**src/rtl/cbuf_pkg.sv**
```systemverilog
// Shared types for the deferred copyback buffer.
// Assumes nothing beyond IEEE 1800-2017 synthesizable subset.
package cbuf_pkg;
    typedef enum logic [1:0] {
        CB_EMPTY = 2'd0,
        CB_HELD  = 2'd1,
        CB_WRITE = 2'd2
    } cb_state_t;
endpackage

```
**src/rtl/cbuf_ctrl.sv**
```systemverilog
// Sequencing for the copyback buffer: empty -> held -> writing.
// Assumes WORDS is a power of two and that wr_err is only meaningful with wr_ack.
module cbuf_ctrl
    import cbuf_pkg::*;
#(
    parameter int WORDS = 4,
    localparam int BW = $clog2(WORDS)
) (
    input  logic          clk,
    input  logic          rst_n,
    input  logic          ld_valid,
    input  logic          fill_done,
    input  logic          req_valid,
    input  logic          req_hit,
    input  logic          wr_ack,
    input  logic          wr_err,
    output logic          load_en,
    output logic          busy,
    output logic          wr_valid,
    output logic          wr_last,
    output logic          req_stall,
    output logic          mchk_pulse,
    output logic [BW-1:0] beat
);
    localparam logic [BW-1:0] LAST_BEAT = BW'(WORDS - 1);

    cb_state_t state_q;

    // State, beat counter and error strobe.
    always_ff @(posedge clk) begin
        if (!rst_n) begin
            state_q    <= CB_EMPTY;
            beat       <= '0;
            mchk_pulse <= 1'b0;
        end else begin
            mchk_pulse <= 1'b0;
            case (state_q)
                CB_EMPTY: if (ld_valid) state_q <= CB_HELD;
                CB_HELD: begin
                    if (fill_done) begin
                        state_q <= CB_WRITE;
                        beat    <= '0;
                    end
                end
                CB_WRITE: begin
                    if (wr_ack) begin
                        if (wr_err) begin
                            state_q    <= CB_EMPTY;
                            mchk_pulse <= 1'b1;
                        end else if (beat == LAST_BEAT) begin
                            state_q <= CB_EMPTY;
                        end else begin
                            beat <= beat + 1'b1;
                        end
                    end
                end
                default: state_q <= CB_EMPTY;
            endcase
        end
    end

    // Status decode and miss stall.
    always_comb begin
        load_en   = (state_q == CB_EMPTY) && ld_valid;
        busy      = (state_q != CB_EMPTY);
        wr_valid  = (state_q == CB_WRITE);
        wr_last   = wr_valid && (beat == LAST_BEAT);
        req_stall = req_valid && !req_hit && busy;
    end
endmodule

```
**src/rtl/cbuf_store.sv**
```systemverilog
// Line storage for the copyback buffer plus the registered debug read port.
// Assumes AW <= DW so the line address fits one debug word.
module cbuf_store #(
    parameter int AW    = 28,
    parameter int DW    = 32,
    parameter int WORDS = 4,
    localparam int BW = $clog2(WORDS),
    localparam int SW = $clog2(WORDS + 1)
) (
    input  logic                clk,
    input  logic                rst_n,
    input  logic                load_en,
    input  logic [AW-1:0]       ld_addr,
    input  logic [WORDS*DW-1:0] ld_data,
    input  logic [BW-1:0]       beat,
    input  logic                dbg_rd,
    input  logic [SW-1:0]       dbg_sel,
    output logic [AW+BW-1:0]    wr_addr,
    output logic [DW-1:0]       wr_data,
    output logic                dbg_rvalid,
    output logic [DW-1:0]       dbg_rdata
);
    logic [AW-1:0] line_q;
    logic [DW-1:0] word_q [WORDS];
    logic [DW-1:0] dbg_next;

    // Line address register.
    always_ff @(posedge clk) begin
        if (!rst_n)       line_q <= '0;
        else if (load_en) line_q <= ld_addr;
    end

    for (genvar g = 0; g < WORDS; g++) begin : g_word
        // One held data word.
        always_ff @(posedge clk) begin
            if (!rst_n)       word_q[g] <= '0;
            else if (load_en) word_q[g] <= ld_data[g*DW +: DW];
        end
    end

    // Beat address and data.
    always_comb begin
        wr_addr = {line_q, beat};
        wr_data = word_q[beat];
    end

    // Debug select decode.
    always_comb begin
        dbg_next = '0;
        if (dbg_sel == '0) begin
            dbg_next[AW-1:0] = line_q;
        end else if (int'(dbg_sel) <= WORDS) begin
            dbg_next = word_q[BW'(int'(dbg_sel) - 1)];
        end
    end

    // Registered debug response.
    always_ff @(posedge clk) begin
        if (!rst_n) begin
            dbg_rvalid <= 1'b0;
            dbg_rdata  <= '0;
        end else begin
            dbg_rvalid <= dbg_rd;
            if (dbg_rd) dbg_rdata <= dbg_next;
        end
    end
endmodule

```
**src/rtl/copyback_buffer.sv**
```systemverilog
// Deferred copyback buffer: holds one evicted line and writes it out as a
// burst once the replacing fill is done; misses stall while it is busy.
// Assumes the victim selector only loads dirty lines.
module copyback_buffer #(
    parameter int AW    = 28,
    parameter int DW    = 32,
    parameter int WORDS = 4,
    localparam int BW = $clog2(WORDS),
    localparam int SW = $clog2(WORDS + 1)
) (
    input  logic                clk,
    input  logic                rst_n,
    input  logic                ld_valid,
    input  logic [AW-1:0]       ld_addr,
    input  logic [WORDS*DW-1:0] ld_data,
    input  logic                fill_done,
    input  logic                req_valid,
    input  logic                req_hit,
    output logic                req_stall,
    output logic                wr_valid,
    output logic [AW+BW-1:0]    wr_addr,
    output logic [DW-1:0]       wr_data,
    output logic                wr_last,
    input  logic                wr_ack,
    input  logic                wr_err,
    output logic                busy,
    output logic                mchk_pulse,
    input  logic                dbg_rd,
    input  logic [SW-1:0]       dbg_sel,
    output logic                dbg_rvalid,
    output logic [DW-1:0]       dbg_rdata
);
    logic          load_en;
    logic [BW-1:0] beat;

    cbuf_ctrl #(.WORDS(WORDS)) u_ctrl (
        .clk        (clk),
        .rst_n      (rst_n),
        .ld_valid   (ld_valid),
        .fill_done  (fill_done),
        .req_valid  (req_valid),
        .req_hit    (req_hit),
        .wr_ack     (wr_ack),
        .wr_err     (wr_err),
        .load_en    (load_en),
        .busy       (busy),
        .wr_valid   (wr_valid),
        .wr_last    (wr_last),
        .req_stall  (req_stall),
        .mchk_pulse (mchk_pulse),
        .beat       (beat)
    );

    cbuf_store #(.AW(AW), .DW(DW), .WORDS(WORDS)) u_store (
        .clk        (clk),
        .rst_n      (rst_n),
        .load_en    (load_en),
        .ld_addr    (ld_addr),
        .ld_data    (ld_data),
        .beat       (beat),
        .dbg_rd     (dbg_rd),
        .dbg_sel    (dbg_sel),
        .wr_addr    (wr_addr),
        .wr_data    (wr_data),
        .dbg_rvalid (dbg_rvalid),
        .dbg_rdata  (dbg_rdata)
    );
endmodule

```
**config.mk**
```make
export PLATFORM = sky130hd
export DESIGN_NAME = copyback_buffer
export DESIGN_NICKNAME = d
export VERILOG_FILES = /design/src/rtl/cbuf_pkg.sv /design/src/rtl/cbuf_ctrl.sv /design/src/rtl/cbuf_store.sv /design/src/rtl/copyback_buffer.sv
export SDC_FILE = /design/constraint.sdc
export NUM_CORES = 1
export LEC_CHECK = 0
export BUFFER_PORTS_ARGS = -buffer_cell sky130_fd_sc_hd__clkbuf_2
export CAP_MARGIN = 25
export CORE_MARGIN = 5
export CORE_UTILIZATION = 38
export CTS_CLUSTER_DIAMETER = 80
export DETAILED_ROUTE_END_ITERATION = 16
export GPL_ROUTABILITY_DRIVEN = 0
export GPL_TIMING_DRIVEN = 0
export SYNTH_ARGS = -nofsm -noshare
export SYNTH_HDL_FRONTEND = slang
export SYNTH_SLANG_ARGS = --single-unit
```
**constraint.sdc**
```tcl
create_clock -name clk -period 5.57 [get_ports clk]
set_input_delay 0.8355 -clock clk [delete_from_list [all_inputs] [get_ports clk]]
set_output_delay 0.8355 -clock clk [all_outputs]
set_load 0.05 [all_outputs]
```
==> results.cfg <==
[synthesis]
yosysTopAreaCell = edfxtp_1
netlist.area_leader.share_pct = 43.0
async_flop_share_pct = 0
synth_edf_count = 128
synth_cell_type_count = 36
avgSynthCellArea_um2 = 14.4
syn_area_um2 = 8940
synth_ff_type = edfxtp_1
yosys-top-cells-area = edfxtp_1, mux4_2, dfxtp_1, and2_1, a22o_1
yosysWarnings = 0
synthCells = 620
yosysMostFrequentCell = and2_1
synthesis.nets = 790
yosysSeqAreaShare_pct = 58.2
synth.top_cells.by_count = and2_1, edfxtp_1, dfxtp_1
yosys_register_bits = 196

[sta]
hold_violations = 0
fmax_ghz = 0.316
finalClockSkew_ns = 0.0114
maxSlewViolCount = 0
post-route-min-period_ns = 3.16
grt_setup_unrepaired = false
period_share_pct = 56.7
slew_headroom_pct = 53.1
hold_slack_ns = 0.471
tightest_slew_ns = 0.704
report.final.setup_viol = 0

[die]
floorplan.initialDensity_pct = 38.3
pin_count = 268
die_y_um = 163
core_um2 = 23300
dieArea_um2 = 26700
rows = 56
fp.dieW_um = 163

[route]
drtIter0Drc = 393
final_antenna_net_count = 0
drc = 0
first_pass_iters = 4
wl_per_cell_um = 20.8
num_vias = 6169
vias_per_cell = 4.97
wl_um = 25900

[critical_path]
crit_chain = buf_2 -> buf_2 -> buf_2 -> mux4_2 -> clkbuf_2
crit_path_frequent_cell = buf_2
required_ns = 4.73
slowest_stage = buf_2
slowest_delay_ns = 0.38
path_class = flip-flop to output pin
cp.buffers_inverters = 4
crit_family = buffers and inverters
worst_ep_arrival_time_ns = 2.32
cp_max_fo = 10
critPathLaunchType = flip-flop
end_kind = output pin

[placed_design]
post_dp_cell_area_um2 = 10700
post-place-cells = 1206
place_hpwl_um = 19800
port_buffers = 266

[clock_network]
root_buffer = clkbuf_16
clock-sinks = 196
clkTransAtPathRegs_ns = 0.08
numCtsBuffers = 17
cts_setup_buffers = 0
cts_buffer_depth = 2
cts_tree = done
cts_hold_buf = 0
worstSkewPairLatency_ns = 0.43
cts_resized = 0
htree_num_levels = 4

[min_path]
hold_class = flip-flop to flip-flop

[finish]
postLayoutCellArea_um2 = 11300
drive_above_1_share_pct = 42.7
final_core_util_pct = 48.3
design.final.nets = 1076
fin_cells = 1241
syn2layout_area_growth_pct = 26.2
fill_cells = 2158

[pwr]
power.density_nw_per_um2 = 315
power_mw = 3.55
p_leak_nw = 4.74
peakVddDrop_v = 0.000170

[run]
maxCapViolations = 0

[global_routing]
antenna_found_initial = 4
track_usage_pct = 19.5
grt_pass1_wl_um = 38200
grt_pass1_vias = 6300
overflow = 0
grt_max_degree = 71

[status]
status = completed
-- power breakdown --
group	internal [mW]	switching [mW]	total, mW
registers	1.67	0.0594	1.73
logic	0.221	0.389	0.610
clock network	0.630	0.581	1.21
-- through the flow --
step / setup TNS [ns] / setup slack (ns)
3_5_place_dp: 0 / 2.79
3_3_place_gp: -7.68 / -0.0663
6_report: 0 / 2.41
5_1_grt: 0 / 2.28
2_1_floorplan: 0 / 1.31
4_1_cts: 0 / 2.36
-- registers in the layout (all words and copies together) (netlist names), named ones only --
| signal | count |
|---|---|
| u_store.word_q | 128 |
| u_store.dbg_rdata | 32 |
| u_store.line_q | 28 |
| u_ctrl.beat | 2 |
| u_ctrl.state_q | 2 |
| u_ctrl.mchk_pulse | 1 |
| u_store.dbg_rvalid | 1 |
-- per-layer routing --
metal,vias up,part of all wire [%],global-route usage (%)
li1,2900,-,-
met1,3029,43,26.3
met2,217,48,31.5
met3,21,7.0,5.05
met4,2,1.4,5.34
met5,-,0.077,0
-- cell usage in the layout, fill, tap and decap left out, types with 2 or more instances in the layout --
cell type     n
nor2_1        2
dfxtp_1      68
buf_2        12
clkbuf_2    266
ha_1          2
mux4_2       61
o21ai_0      17
clkbuf_16    17
diode_2       3
clkinv_4      2
nand2_1      46
clkbuf_1     22
inv_6         5
nor3b_1       2
a31oi_1      16
a22o_1       44
mux2i_1       5
inv_8         3
nor2b_1       3
clkbuf_8      7
mux4_1        3
o22ai_1      12
inv_1        16
buf_4         3
clkinvlp_4    2
and2_1      131
buf_6         4
edfxtp_1    128
-- final timing paths --
kind              cells after the start                    end         startpoint  slack [ns]
setup / recovery                      5            wr_data[23]          flip-flop        2.41
hold / removal                        1      u_ctrl.state_q[0]  u_ctrl.state_q[1]        0.47
setup reg to reg                      6  u_store.word_q[0][15]  u_ctrl.state_q[0]        3.18
hold reg to reg                       1      u_ctrl.state_q[0]  u_ctrl.state_q[1]        0.47
-- cell type report --
cell class | instances | area, um2 | area share (%)
buffer | 52 | 369 | 3.27
inverter | 17 | 68.8 | 0.610
sequential | 196 | 5200 | 46.2
clock inverter | 15 | 145 | 1.29
tap | 319 | 399 | 3.54
clock buffer | 17 | 425 | 3.77
timing repair buffer | 267 | 1360 | 12.0
antenna | 3 | 7.51 | 0.0666
multi-input combinational | 355 | 3300 | 29.3
-- logic make-up after synthesis --
family	count (synthesis)	share of synthesized area (%)
AO/OA/AOI/OAI	92	7.50
XOR/XNOR	1	0.182
AND/OR/NAND/NOR	191	12.1
buffers and inverters	69	4.84
adder cells (fa/ha/maj)	2	0.280
multiplexers	69	16.8
flip-flops	196	58.2
-- worst register-to-register path: stages, from the launching register on --
cell and delay (ns):
dfxtp_1 0.34, nor2_1 0.22, a21boi_0 0.19, buf_2 0.24, buf_4 0.23, inv_6 0.41, buf_16 0.36
Power figures use the tool's default switching activity.
